### src/rtl/thermo_alarm_pkg.sv
package thermo_alarm_pkg;
   // byte offsets of the register map
   localparam int OFS_TRIM    = 'h00;
   localparam int OFS_TRIMCTL = 'h14;
   localparam int OFS_CTRL    = 'h20;
   localparam int OFS_READY   = 'h28;
   localparam int OFS_TEMP    = 'h40;
   localparam int OFS_RISE    = 'h50;
   localparam int OFS_FALL    = 'h54;
   localparam int OFS_IEN     = 'h70;
   localparam int OFS_ISTAT   = 'h74;
   localparam int OFS_ICLR    = 'h78;
   localparam int OFS_EMUL    = 'h80;

   // control word fields: lsb and width
   localparam int CORE_LSB = 0;   localparam int CORE_W = 2;
   localparam int GAIN_LSB = 8;   localparam int GAIN_W = 4;
   localparam int TRIP_LSB = 13;  localparam int TRIP_W = 3;
   localparam int MUX_LSB  = 20;  localparam int MUX_W  = 3;
   localparam int VREF_LSB = 24;  localparam int VREF_W = 5;
   localparam int CTL_TOP  = VREF_LSB + VREF_W;

   localparam logic [CORE_W-1:0] CORE_ON = 2'b11;

   localparam logic [31:0] CTL_MASK =
      (((32'd1 << CORE_W) - 32'd1) << CORE_LSB) |
      (((32'd1 << GAIN_W) - 32'd1) << GAIN_LSB) |
      (((32'd1 << TRIP_W) - 32'd1) << TRIP_LSB) |
      (((32'd1 << MUX_W)  - 32'd1) << MUX_LSB)  |
      (((32'd1 << VREF_W) - 32'd1) << VREF_LSB);

   // emulation word: enable bit and code position
   localparam int EMU_EN_BIT   = 0;
   localparam int EMU_CODE_LSB = 8;
endpackage

### src/rtl/thermo_alarm_regfile.sv
module thermo_alarm_regfile
   import thermo_alarm_pkg::*;
#(
   parameter int DW     = 32,
   parameter int AW     = 8,
   parameter int CODE_W = 8,
   parameter int N_LEV  = 3,
   parameter int TRIM_W = 16,
   parameter logic [DW-1:0] ENA_MASK = '0
) (
   input  logic                          clk,
   input  logic                          rst_n,
   input  logic                          wr_en_i,
   input  logic [AW-1:0]                 addr_i,
   input  logic [DW-1:0]                 wdata_i,
   output logic [DW-1:0]                 rdata_o,
   input  logic [DW-1:0]                 stat_i,
   input  logic [CODE_W-1:0]             cur_code_i,
   input  logic                          ready_i,
   input  logic [TRIM_W-1:0]             trim_fuse_i,
   output logic [DW-1:0]                 ctrl_o,
   output logic [N_LEV-1:0][CODE_W-1:0]  rise_thr_o,
   output logic [N_LEV-1:0][CODE_W-1:0]  fall_thr_o,
   output logic [DW-1:0]                 ena_o,
   output logic [DW-1:0]                 clr_o,
   output logic                          emul_en_o,
   output logic [CODE_W-1:0]             emul_code_o
);
   localparam int THR_BITS = CODE_W * N_LEV;
   localparam logic [DW-1:0] THR_MASK = DW'((64'd1 << THR_BITS) - 64'd1);
   localparam logic [DW-1:0] EMU_MASK =
      DW'(((64'd1 << CODE_W) - 64'd1) << EMU_CODE_LSB) | DW'(64'd1 << EMU_EN_BIT);

   logic sel_trim, sel_trimctl, sel_ctrl, sel_ready, sel_temp;
   logic sel_rise, sel_fall, sel_ien, sel_istat, sel_iclr, sel_emul;

   assign sel_trim    = (addr_i == AW'(OFS_TRIM));
   assign sel_trimctl = (addr_i == AW'(OFS_TRIMCTL));
   assign sel_ctrl    = (addr_i == AW'(OFS_CTRL));
   assign sel_ready   = (addr_i == AW'(OFS_READY));
   assign sel_temp    = (addr_i == AW'(OFS_TEMP));
   assign sel_rise    = (addr_i == AW'(OFS_RISE));
   assign sel_fall    = (addr_i == AW'(OFS_FALL));
   assign sel_ien     = (addr_i == AW'(OFS_IEN));
   assign sel_istat   = (addr_i == AW'(OFS_ISTAT));
   assign sel_iclr    = (addr_i == AW'(OFS_ICLR));
   assign sel_emul    = (addr_i == AW'(OFS_EMUL));

   logic [TRIM_W-1:0] trim_q;
   logic [DW-1:0]     ctrl_q, rise_q, fall_q, ena_q, emul_q;

   always_ff @(posedge clk or negedge rst_n) begin
      if (!rst_n) begin
         trim_q <= '0;
         ctrl_q <= '0;
         rise_q <= '0;
         fall_q <= '0;
         ena_q  <= '0;
         emul_q <= '0;
      end else if (wr_en_i) begin
         if (sel_trimctl && wdata_i[0]) trim_q <= trim_fuse_i;
         if (sel_ctrl) ctrl_q <= wdata_i & DW'(CTL_MASK);
         if (sel_rise) rise_q <= wdata_i & THR_MASK;
         if (sel_fall) fall_q <= wdata_i & THR_MASK;
         if (sel_ien)  ena_q  <= wdata_i & ENA_MASK;
         if (sel_emul) emul_q <= wdata_i & EMU_MASK;
      end
   end

   assign clr_o = (wr_en_i && sel_iclr) ? wdata_i : '0;

   always_comb begin
      rdata_o = '0;
      if (sel_trim)       rdata_o = DW'(trim_q);
      else if (sel_ctrl)  rdata_o = ctrl_q;
      else if (sel_ready) rdata_o = DW'(ready_i);
      else if (sel_temp)  rdata_o = DW'(cur_code_i);
      else if (sel_rise)  rdata_o = rise_q;
      else if (sel_fall)  rdata_o = fall_q;
      else if (sel_ien)   rdata_o = ena_q;
      else if (sel_istat) rdata_o = stat_i;
      else if (sel_emul)  rdata_o = emul_q;
   end

   for (genvar i = 0; i < N_LEV; i++) begin : g_thr
      assign rise_thr_o[i] = rise_q[i*CODE_W +: CODE_W];
      assign fall_thr_o[i] = fall_q[i*CODE_W +: CODE_W];
   end

   assign ctrl_o      = ctrl_q;
   assign ena_o       = ena_q;
   assign emul_en_o   = emul_q[EMU_EN_BIT];
   assign emul_code_o = emul_q[EMU_CODE_LSB +: CODE_W];
endmodule

### src/rtl/thermo_alarm_sampler.sv
module thermo_alarm_sampler #(
   parameter int CODE_W = 8
) (
   input  logic              clk,
   input  logic              rst_n,
   input  logic              sample_i,
   input  logic [CODE_W-1:0] sensor_code_i,
   input  logic              emul_en_i,
   input  logic [CODE_W-1:0] emul_code_i,
   output logic [CODE_W-1:0] new_code_o,
   output logic [CODE_W-1:0] cur_code_o
);
   logic [CODE_W-1:0] cur_q;

   assign new_code_o = emul_en_i ? emul_code_i : sensor_code_i;

   always_ff @(posedge clk or negedge rst_n) begin
      if (!rst_n)        cur_q <= '0;
      else if (sample_i) cur_q <= new_code_o;
   end

   assign cur_code_o = cur_q;
endmodule

### src/rtl/thermo_alarm_detect.sv
module thermo_alarm_detect #(
   parameter int DW         = 32,
   parameter int CODE_W     = 8,
   parameter int N_LEV      = 3,
   parameter int LANE       = 4,
   parameter int FALL_SHIFT = 16
) (
   input  logic                          sample_i,
   input  logic                          core_on_i,
   input  logic [CODE_W-1:0]             prev_code_i,
   input  logic [CODE_W-1:0]             new_code_i,
   input  logic [N_LEV-1:0][CODE_W-1:0]  rise_thr_i,
   input  logic [N_LEV-1:0][CODE_W-1:0]  fall_thr_i,
   input  logic [DW-1:0]                 ena_i,
   output logic [DW-1:0]                 evt_o
);
   logic                 live;
   logic [N_LEV-1:0]     rise_hit, fall_hit;
   logic                 unused_ena;

   assign live       = sample_i && core_on_i;
   assign unused_ena = ^ena_i;

   for (genvar i = 0; i < N_LEV; i++) begin : g_lev
      assign rise_hit[i] = live && ena_i[LANE*i]
                         && (prev_code_i <= rise_thr_i[i])
                         && (new_code_i  >  rise_thr_i[i]);
      assign fall_hit[i] = live && ena_i[FALL_SHIFT + LANE*i]
                         && (prev_code_i >  fall_thr_i[i])
                         && (new_code_i  <= fall_thr_i[i]);
   end

   always_comb begin
      evt_o = '0;
      for (int i = 0; i < N_LEV; i++) begin
         evt_o[LANE*i]              = rise_hit[i];
         evt_o[FALL_SHIFT + LANE*i] = fall_hit[i];
      end
   end
endmodule

### src/rtl/thermo_alarm_status.sv
module thermo_alarm_status #(
   parameter int DW = 32,
   parameter logic [DW-1:0] STAT_MASK = '0
) (
   input  logic          clk,
   input  logic          rst_n,
   input  logic [DW-1:0] evt_i,
   input  logic [DW-1:0] clr_i,
   input  logic [DW-1:0] ena_i,
   output logic [DW-1:0] stat_o,
   output logic          irq_o
);
   logic [DW-1:0] stat_q;

   always_ff @(posedge clk or negedge rst_n) begin
      if (!rst_n) stat_q <= '0;
      else        stat_q <= ((stat_q & ~clr_i) | evt_i) & STAT_MASK;
   end

   assign stat_o = stat_q;
   assign irq_o  = |(stat_q & ena_i);
endmodule

### src/rtl/thermo_alarm.sv
module thermo_alarm
   import thermo_alarm_pkg::*;
#(
   parameter int DW         = 32,
   parameter int AW         = 8,
   parameter int CODE_W     = 8,
   parameter int N_LEV      = 3,
   parameter int LANE       = 4,
   parameter int FALL_SHIFT = 16,
   parameter int TRIM_W     = 16
) (
   input  logic              clk,
   input  logic              rst_n,
   input  logic              bus_wr_en,
   input  logic [AW-1:0]     bus_addr,
   input  logic [DW-1:0]     bus_wdata,
   output logic [DW-1:0]     bus_rdata,
   input  logic              sample_i,
   input  logic [CODE_W-1:0] sensor_code_i,
   input  logic              sensor_ready_i,
   input  logic [TRIM_W-1:0] trim_fuse_i,
   output logic [DW-1:0]     afe_cfg_o,
   output logic              irq_o
);
   function automatic logic [DW-1:0] lane_bits(input int base, input int n);
      logic [DW-1:0] m;
      m = '0;
      for (int i = 0; i < n; i++) m[base + LANE*i] = 1'b1;
      return m;
   endfunction

   // rising enables include one spare level above the thresholds
   localparam logic [DW-1:0] ENA_MASK  = lane_bits(0, N_LEV + 1) | lane_bits(FALL_SHIFT, N_LEV);
   localparam logic [DW-1:0] STAT_MASK = lane_bits(0, N_LEV)     | lane_bits(FALL_SHIFT, N_LEV);

   if (DW < CTL_TOP) begin : g_err_dw
      $error("data width too small for control fields");
   end
   if (CODE_W * N_LEV > DW) begin : g_err_thr
      $error("threshold codes do not fit one word");
   end
   if (LANE * N_LEV >= FALL_SHIFT) begin : g_err_lane
      $error("rising lanes overlap falling lanes");
   end
   if (FALL_SHIFT + LANE * (N_LEV - 1) >= DW) begin : g_err_fall
      $error("falling lanes exceed data width");
   end
   if (TRIM_W > DW || EMU_CODE_LSB + CODE_W > DW) begin : g_err_misc
      $error("trim or emulation field exceeds data width");
   end

   logic [DW-1:0]                ctrl_w, ena_w, clr_w, evt_w, stat_w;
   logic [N_LEV-1:0][CODE_W-1:0] rise_thr_w, fall_thr_w;
   logic [CODE_W-1:0]            cur_code_w, new_code_w, emul_code_w;
   logic                         emul_en_w, core_on_w;

   thermo_alarm_regfile #(
      .DW(DW), .AW(AW), .CODE_W(CODE_W), .N_LEV(N_LEV),
      .TRIM_W(TRIM_W), .ENA_MASK(ENA_MASK)
   ) u_regs (
      .clk(clk), .rst_n(rst_n),
      .wr_en_i(bus_wr_en), .addr_i(bus_addr), .wdata_i(bus_wdata), .rdata_o(bus_rdata),
      .stat_i(stat_w), .cur_code_i(cur_code_w), .ready_i(sensor_ready_i),
      .trim_fuse_i(trim_fuse_i), .ctrl_o(ctrl_w),
      .rise_thr_o(rise_thr_w), .fall_thr_o(fall_thr_w),
      .ena_o(ena_w), .clr_o(clr_w),
      .emul_en_o(emul_en_w), .emul_code_o(emul_code_w)
   );

   thermo_alarm_sampler #(.CODE_W(CODE_W)) u_samp (
      .clk(clk), .rst_n(rst_n), .sample_i(sample_i),
      .sensor_code_i(sensor_code_i), .emul_en_i(emul_en_w), .emul_code_i(emul_code_w),
      .new_code_o(new_code_w), .cur_code_o(cur_code_w)
   );

   assign core_on_w = (ctrl_w[CORE_LSB +: CORE_W] == CORE_ON);

   thermo_alarm_detect #(
      .DW(DW), .CODE_W(CODE_W), .N_LEV(N_LEV), .LANE(LANE), .FALL_SHIFT(FALL_SHIFT)
   ) u_det (
      .sample_i(sample_i), .core_on_i(core_on_w),
      .prev_code_i(cur_code_w), .new_code_i(new_code_w),
      .rise_thr_i(rise_thr_w), .fall_thr_i(fall_thr_w),
      .ena_i(ena_w), .evt_o(evt_w)
   );

   thermo_alarm_status #(.DW(DW), .STAT_MASK(STAT_MASK)) u_stat (
      .clk(clk), .rst_n(rst_n), .evt_i(evt_w), .clr_i(clr_w), .ena_i(ena_w),
      .stat_o(stat_w), .irq_o(irq_o)
   );

   assign afe_cfg_o = ctrl_w;
endmodule

### config.mk
export PLATFORM = sky130hd
export DESIGN_NAME = thermo_alarm
export DESIGN_NICKNAME = d
export VERILOG_FILES = /design/src/rtl/thermo_alarm_pkg.sv /design/src/rtl/thermo_alarm_regfile.sv /design/src/rtl/thermo_alarm_sampler.sv /design/src/rtl/thermo_alarm_detect.sv /design/src/rtl/thermo_alarm_status.sv /design/src/rtl/thermo_alarm.sv
export SDC_FILE = /design/constraint.sdc
export NUM_CORES = 1
export LEC_CHECK = 0
export CAP_MARGIN = 20
export CORE_ASPECT_RATIO = 1.1
export CORE_MARGIN = 5
export CORE_UTILIZATION = 54
export DETAILED_ROUTE_END_ITERATION = 8
export GPL_TIMING_DRIVEN = 0
export PLACE_DENSITY_LB_ADDON = 0.15
export SLEW_MARGIN = 10
export SYNTH_ARGS = -nofsm -noshare
export SYNTH_HDL_FRONTEND = slang
export SYNTH_SLANG_ARGS = --single-unit
### constraint.sdc
create_clock -name clk -period 2.5 [get_ports clk]
set_input_delay 0.5 -clock clk [delete_from_list [all_inputs] [get_ports clk]]
set_output_delay 0.5 -clock clk [all_outputs]
set_load 0.005 [all_outputs]
### Word-level counts from Yosys, hierarchy flattened

Cells that the tools add are included.

| cells by class | value |
|---|---|
| reductions and logical operators | 29 |
| multiplexer cells | 11 |
| bitwise logic cells | 4 |
| order comparisons | 12 |
| equality and inequality tests | 11 |

Operators by type and width:

| cell | count |
|---|---|
| 2-to-1 mux 32 bit | 8 |
| bitwise AND 25 bit | 2 |
| equality test 8 x 7 -> 1 bit, second input constant | 6 |
| greater-than comparator 8 bit | 6 |
| less-or-equal comparator 8 bit | 6 |
| OR reduction 32 bit | 1 |
| 2-to-1 mux 25 bit | 1 |
| inverter 25 bit | 1 |
| OR 25 bit | 1 |
| logical AND 1 bit | 21 |
| equality test 8 x 6 -> 1 bit, second input constant | 2 |
| 2-to-1 mux 16 bit | 1 |
| AND reduction 2 bit | 6 |
| equality test 8 x 5 -> 1 bit, second input constant | 1 |
| equality test 8 bit, second input constant | 1 |
| logical NOT 8 bit | 1 |
| 2-to-1 mux 8 bit | 1 |
| equality test 2 bit, second input constant | 1 |

| storage, ports and cells | value |
|---|---|
| bits in registers | 111 |
| word-level logic and storage cells | 75 |
| input port bits | 69 |

### Depth between registers and ports, before layout

| logic depth | value |
|---|---|
| depth after elaboration | 10 |
| mapped depth | 9 |
| gate-level depth less buffers | 7 |

### Modules after synthesis

A second synthesis with hierarchy kept.

| unflattened totals | value |
|---|---|
| cells, all modules | 880 |
| area total of the unflattened synthesis | 9153.8 um2 |

By module, submodules not included:

| module | times used | area an instance (um2) | cells an instance |
|---|---|---|---|
| thermo_alarm_regfile | 1 | 5657.9 | 497 |
| thermo_alarm_detect | 1 | 2586.2 | 307 |
| thermo_alarm_sampler | 1 | 456.7 | 26 |
| thermo_alarm_status | 1 | 446.7 | 49 |
| thermo_alarm | 1 | 6.3 | 1 |

### Least setup slack after synthesis

Ideal clock, no wire load.

| timing | value |
|---|---|
| path type | input port to output port |
| from | input port bus_addr[2] |
| to | output port bus_rdata[21] |
| buffers on the path | 2 |
| arrival | 1.765 ns |
| stages | 6 |
| required time | 2.000 ns |
| path slack | 0.235 ns |
| cell sequence | buf_2 > or3_1 > clkbuf_1 > nor3_1 > a22oi_1 > nand2_1 |

| between the ends | value |
|---|---|
| longest elaborated chain between the ends | 8 |

RTL lines:

| element | RTL line | RTL |
|---|---|---|
| start, declared | thermo_alarm.sv:15 | `input logic [AW-1:0] bus_addr,` |
| equality test 8 x 7 -> 1 bit | thermo_alarm_regfile.sv:44 | `assign sel_ien = (addr_i == AW'(OFS_IEN));` |
| 2-to-1 mux 32 bit | thermo_alarm_regfile.sv:80 | `else if (sel_ien) rdata_o = ena_q;` |
| 2-to-1 mux 32 bit | thermo_alarm_regfile.sv:79 | `else if (sel_fall) rdata_o = fall_q;` |
| 2-to-1 mux 32 bit | thermo_alarm_regfile.sv:78 | `else if (sel_rise) rdata_o = rise_q;` |
| 2-to-1 mux 32 bit | thermo_alarm_regfile.sv:77 | `else if (sel_temp) rdata_o = DW'(cur_code_i);` |
| 2-to-1 mux 32 bit | thermo_alarm_regfile.sv:76 | `else if (sel_ready) rdata_o = DW'(ready_i);` |
| 2-to-1 mux 32 bit | thermo_alarm_regfile.sv:75 | `else if (sel_ctrl) rdata_o = ctrl_q;` |
| 2-to-1 mux 32 bit (*) | thermo_alarm_regfile.sv:74 | `if (sel_trim) rdata_o = DW'(trim_q);` |
| end, declared | thermo_alarm.sv:17 | `output logic [DW-1:0] bus_rdata,` |

Every way passes the cells marked *; elsewhere a longest branch is shown, timed or not.

### Worst setup path in the final report

| timing | value |
|---|---|
| from | input port bus_addr[0] |
| to | output port bus_rdata[9] |

| between the ends | value |
|---|---|
| longest elaborated chain between the ends | 10 |

RTL lines:

| element | RTL line | RTL |
|---|---|---|
| equality test 8 bit | thermo_alarm_regfile.sv:47 | `assign sel_emul = (addr_i == AW'(OFS_EMUL));` |
| 2-to-1 mux 16 bit | thermo_alarm_regfile.sv:82 | `else if (sel_emul) rdata_o = emul_q;` |
| 2-to-1 mux 32 bit | thermo_alarm_regfile.sv:81 | `else if (sel_istat) rdata_o = stat_i;` |
| 2-to-1 mux 32 bit | thermo_alarm_regfile.sv:80 |  |
| 2-to-1 mux 32 bit | thermo_alarm_regfile.sv:79 |  |
| 2-to-1 mux 32 bit | thermo_alarm_regfile.sv:78 |  |
| 2-to-1 mux 32 bit | thermo_alarm_regfile.sv:77 |  |
| 2-to-1 mux 32 bit | thermo_alarm_regfile.sv:76 |  |
| 2-to-1 mux 32 bit | thermo_alarm_regfile.sv:75 |  |
| 2-to-1 mux 32 bit (*) | thermo_alarm_regfile.sv:74 |  |

Marks and branches as above.

==> metrics.md <==
| Metric | Value |
|---|---|
| Outcome | `finished, violations left` |
| Violated checks | `negative setup slack` |
| Total chip power | `4.47 mW` |
| Comb power frac | `22.4%` |
| Synth async-reset ratio | `100%` |
| Final hold violation count | `0` |
| Clk slew on worst S/H paths | `0.08 ns` |
| Multi-input gate area | `4780 sq um` |
| Fill cell count | `1,135` |
| DRC violation count after routing | `0` |
| Antenna-violating nets left | `0` |
| Worst Skew | `0.0111 ns` |
| Synth warn | `0` |
| Top cell type by total area after synthesis | `dfrtp_1` |
| PnR worst setup slack | `-0.0299 ns` |
| Pin count of the biggest net entering global routing | `59` |
| Iteration-0 DRC count of the detailed router | `between 500 and 600` |
| CTS Root Cell | `clkbuf_16` |
| Fin crit share | `101%` |
| Total GRT Usage | `31.7%` |
| TritonRoute pass-1 iters | `5` |
| Layout cells sized above 1 | `29.5%` |
| Max Cap Viol | `0` |
| Net Sw Frac | `31.5%` |
| Syn_area_per_cell | `9.99 sq um` |
| Pwr Density | `442 nW/um^2` |
| Clk Latency, worst-skew pair | `around 0.36 ns` |
| CTS sink cnt | `111` |
| Normalized max-slew margin | `29.7%` |
| Hpwl dp | `between 15,000 and 20,000 um` |
| Final setup vio count | `1` |
| CTS tree | `yes` |
| Initial antenna violation count | `0` |
| DR vias/cell | `6.19` |
| IO Port Bufs | `108` |
| Ant. Diodes | `0` |
| Adder and majority gate portion of the synthesized area | `between 10% and 20%` |
| Wire per inst | `22.9 um` |
| CP max FO | `4` |
| Core footprint | `14,300 sq um` |
| Sw Pwr | `1.41 mW` |
| WP data arrival | `between 2 and 2.5 ns` |
| Clock network power share | `32.5%` |
| Critical path required time | `2.00 ns` |
| Site Rows | `46` |
| Die H | `136 um` |
| Pleak | `about 4.9 nW` |
| Sequential area share after synthesis | `35.9%` |
| Xor/xnor share of the synthesized area | `0%` |
| DIE WIDTH | `about 120 um` |
| CTS max path bufs | `2` |
| F_max | `395 MHz` |
| First-pass GRT wire length | `40,600 um` |
| Die Area | `16,800 sq um` |
| Final WL | `between 20,000 and 30,000 um` |
| Sequential power share | `45.0%` |
| Global placement routability congestion | `0.990` |
| Tmin final | `2.53 ns` |
| Seq cells post-synth | `111` |
| Maximum VDD drop | `0.310 mV` |
| Yosys cell types | `54` |
| Syn Std Cell Area | `7740 sq um` |
| CTS Buf Count | `9` |
| Total gr overflow | `0` |
| Worst Setup Start Kind | `input pin` |
| Register area | `2780 sq um` |
| Area contributors post-synth | `dfrtp_1, ha_1, mux2_2` |
| Pins Over Slew Limit | `0` |
| Hold Path Class | `input pin to asynchronous set/reset pin` |
| Synth Area in Compound Gates | `14.5%` |
| Largest family of logic cells by synthesized area | `adder cells` |
| Mapped Cells | `a little under 800` |
| Initial core utilization | `around 54%` |
| Worst-Margin Slew | `roughly 1.0 ns` |
| Mux share of post-synthesis cell area | `15.1%` |
| Area grow syn2layout | `30.4%` |
| Post-synth EDFFs | `0` |
| Top FF cell, synth | `dfrtp_1` |
| Critical path type | `input pin to primary output` |
| WHS | `0.0765 ns` |
| Synth top area share | `about 36%` |
| CTS HTree Levels | `3` |
| Final net count | `approximately 1,100` |
| Post-Synth Simple-Gate Area | `around an eighth` |
| IO Pins | `134` |
| Int Pwr | `between 3 and 4 mW` |
| Via count | `roughly 7,200` |
| RSZ-0062 raised after global routing | `true` |
| Vias in the first global route | `7,451` |
| CP endpoint kind | `primary output` |
final timing paths:
check	endpoint	slack, ns	from	depth (start not counted)
worst max-delay path	bus_rdata[9]	-0.03	bus_addr[0]	9
worst min-delay path	u_regs.trim_q[0]	0.08	rst_n	1
worst max register to register	u_stat.stat_o[0]	0.14	u_regs.emul_q[0]	7
worst min register to register	u_regs.ena_o[12]	0.52	u_regs.ena_o[12]	1
max in group asynchronous	u_regs.fall_q[23]	1.73	rst_n	2
min in group clk	u_regs.ena_o[12]	0.52	u_regs.ena_o[12]	1
routing by layer:
metal / vias up / routed length [um] / global-route usage (%)
met2: 374 / 13200 / 54.7
met4: 0 / 1360 / 15.9
met5: - / 0 / 0
li1: 3182 / - / -
met1: 3508 / 10100 / 38.9
met3: 103 / 1810 / 3.88
critical path, stage by stage:
cell     delay (ns)
buf_12         0.11
or3_4          0.45
nor3_4         0.24
buf_6          0.17
nand2_8        0.06
buf_6          0.13
o21ai_2        0.16
o21ai_1        0.08
buf_2          0.13
placed cells by master (no fill, tap or decap), types with 9 or more instances in the layout:
cell | netlist | layout
dfrtp_1 | 111 | 110
ha_1 | 96 | 96
mux2_2 | 93 | 93
nand2_1 | 77 | 73
clkdlybuf4s50_1 | 0 | 73
buf_4 | 22 | 66
inv_1 | 51 | 51
a21oi_1 | 49 | 48
o21ai_0 | 62 | 48
nand4_1 | 26 | 26
buf_2 | 9 | 21
conb_1 | 1 | 18
buf_6 | 1 | 15
clkbuf_2 | 0 | 11
nor2_1 | 14 | 10
nor2b_1 | 10 | 10
o21ai_1 | 1 | 9
mux2i_1 | 10 | 9
clkbuf_16 | 0 | 9
power by group through the flow:
stage | logic (mW) | clock network [mW] | registers, mW
after floorplan | 0.542 | 0 | 1.98
after global placement | 0.864 | 0 | 2.03
after detailed placement | 0.913 | 0 | 2.04
after CTS | 0.968 | 1.47 | 2.01
after global routing | 1.10 | 1.55 | 2.02
final | 1.00 | 1.45 | 2.01
logic make-up (layout without fill, tap and decap cells):
family                   count (synthesis)  count (layout)
adder cells (fa/ha/maj)                 96              96
flip-flops                             111             111
AO/OA/AOI/OAI                          184             184
multiplexers                           104             104
other                                    1              18
buffers and inverters                  101             275
AND/OR/NAND/NOR                        178             178
through the flow:
stage          instance area (sq um)  setup TNS, ns  std cells  utilization (%)  setup WS (ns)
3_3_place_gp                    9130        -435.84       1092             64.0          -3.31
3_5_place_dp                    9170         -71.82       1094             64.2          -1.62
6_report                       10100        -0.0299       1158             70.8        -0.0299
4_1_cts                         9990      -0.000561       1150             70.0      -0.000561
5_1_grt                        10100         -0.699       1158             70.8         -0.115
2_1_floorplan                   7810              0        792                -          0.235
synthesized netlist by cell type, types with 5 or more instances:
master    count
dfrtp_1     111
ha_1         96
mux2_2       93
nand2_1      77
o21ai_0      62
inv_1        51
a21oi_1      49
nand4_1      26
buf_4        22
clkbuf_1     14
nor2_1       14
a211oi_1     12
a22oi_1      10
mux2i_1      10
nor2b_1      10
buf_2         9
a21o_1        8
o211ai_1      8
and3b_1       7
nand3_1       7
o41ai_1       7
and2_1        6
a221oi_1      5
a22o_1        5
nor3_1        5
sequential cells by signal, indices dropped and copies added, names as in the netlist:
name,cells
u_regs.ctrl_o,17
u_samp.cur_code_o,8
u_stat.stat_o,6
u_regs.emul_q,9
u_regs.ena_o,7
u_regs.rise_q,24
u_regs.fall_q,24
u_regs.trim_q,16
cell type report:
type,count,area share (%)
Buffer,44,3.39
Tap cell,192,2.38
Multi-Input combinational cell,580,47.3
Clock inverter,7,0.619
Clock buffer,9,2.23
Sequential cell,111,27.5
Timing Repair Buffer,164,14.6
Inverter,51,1.89
timing repair:
item / CTS / global route
gates resized for setup: 180 / 38
setup buffers: 46 / 9
endpoints found under the setup margin: 78 / 31
hold endpoints to repair: 0 / 0
pin swaps: 22 / 17
hold buffers: 0 / 0
Power figures use the tool's default switching activity.
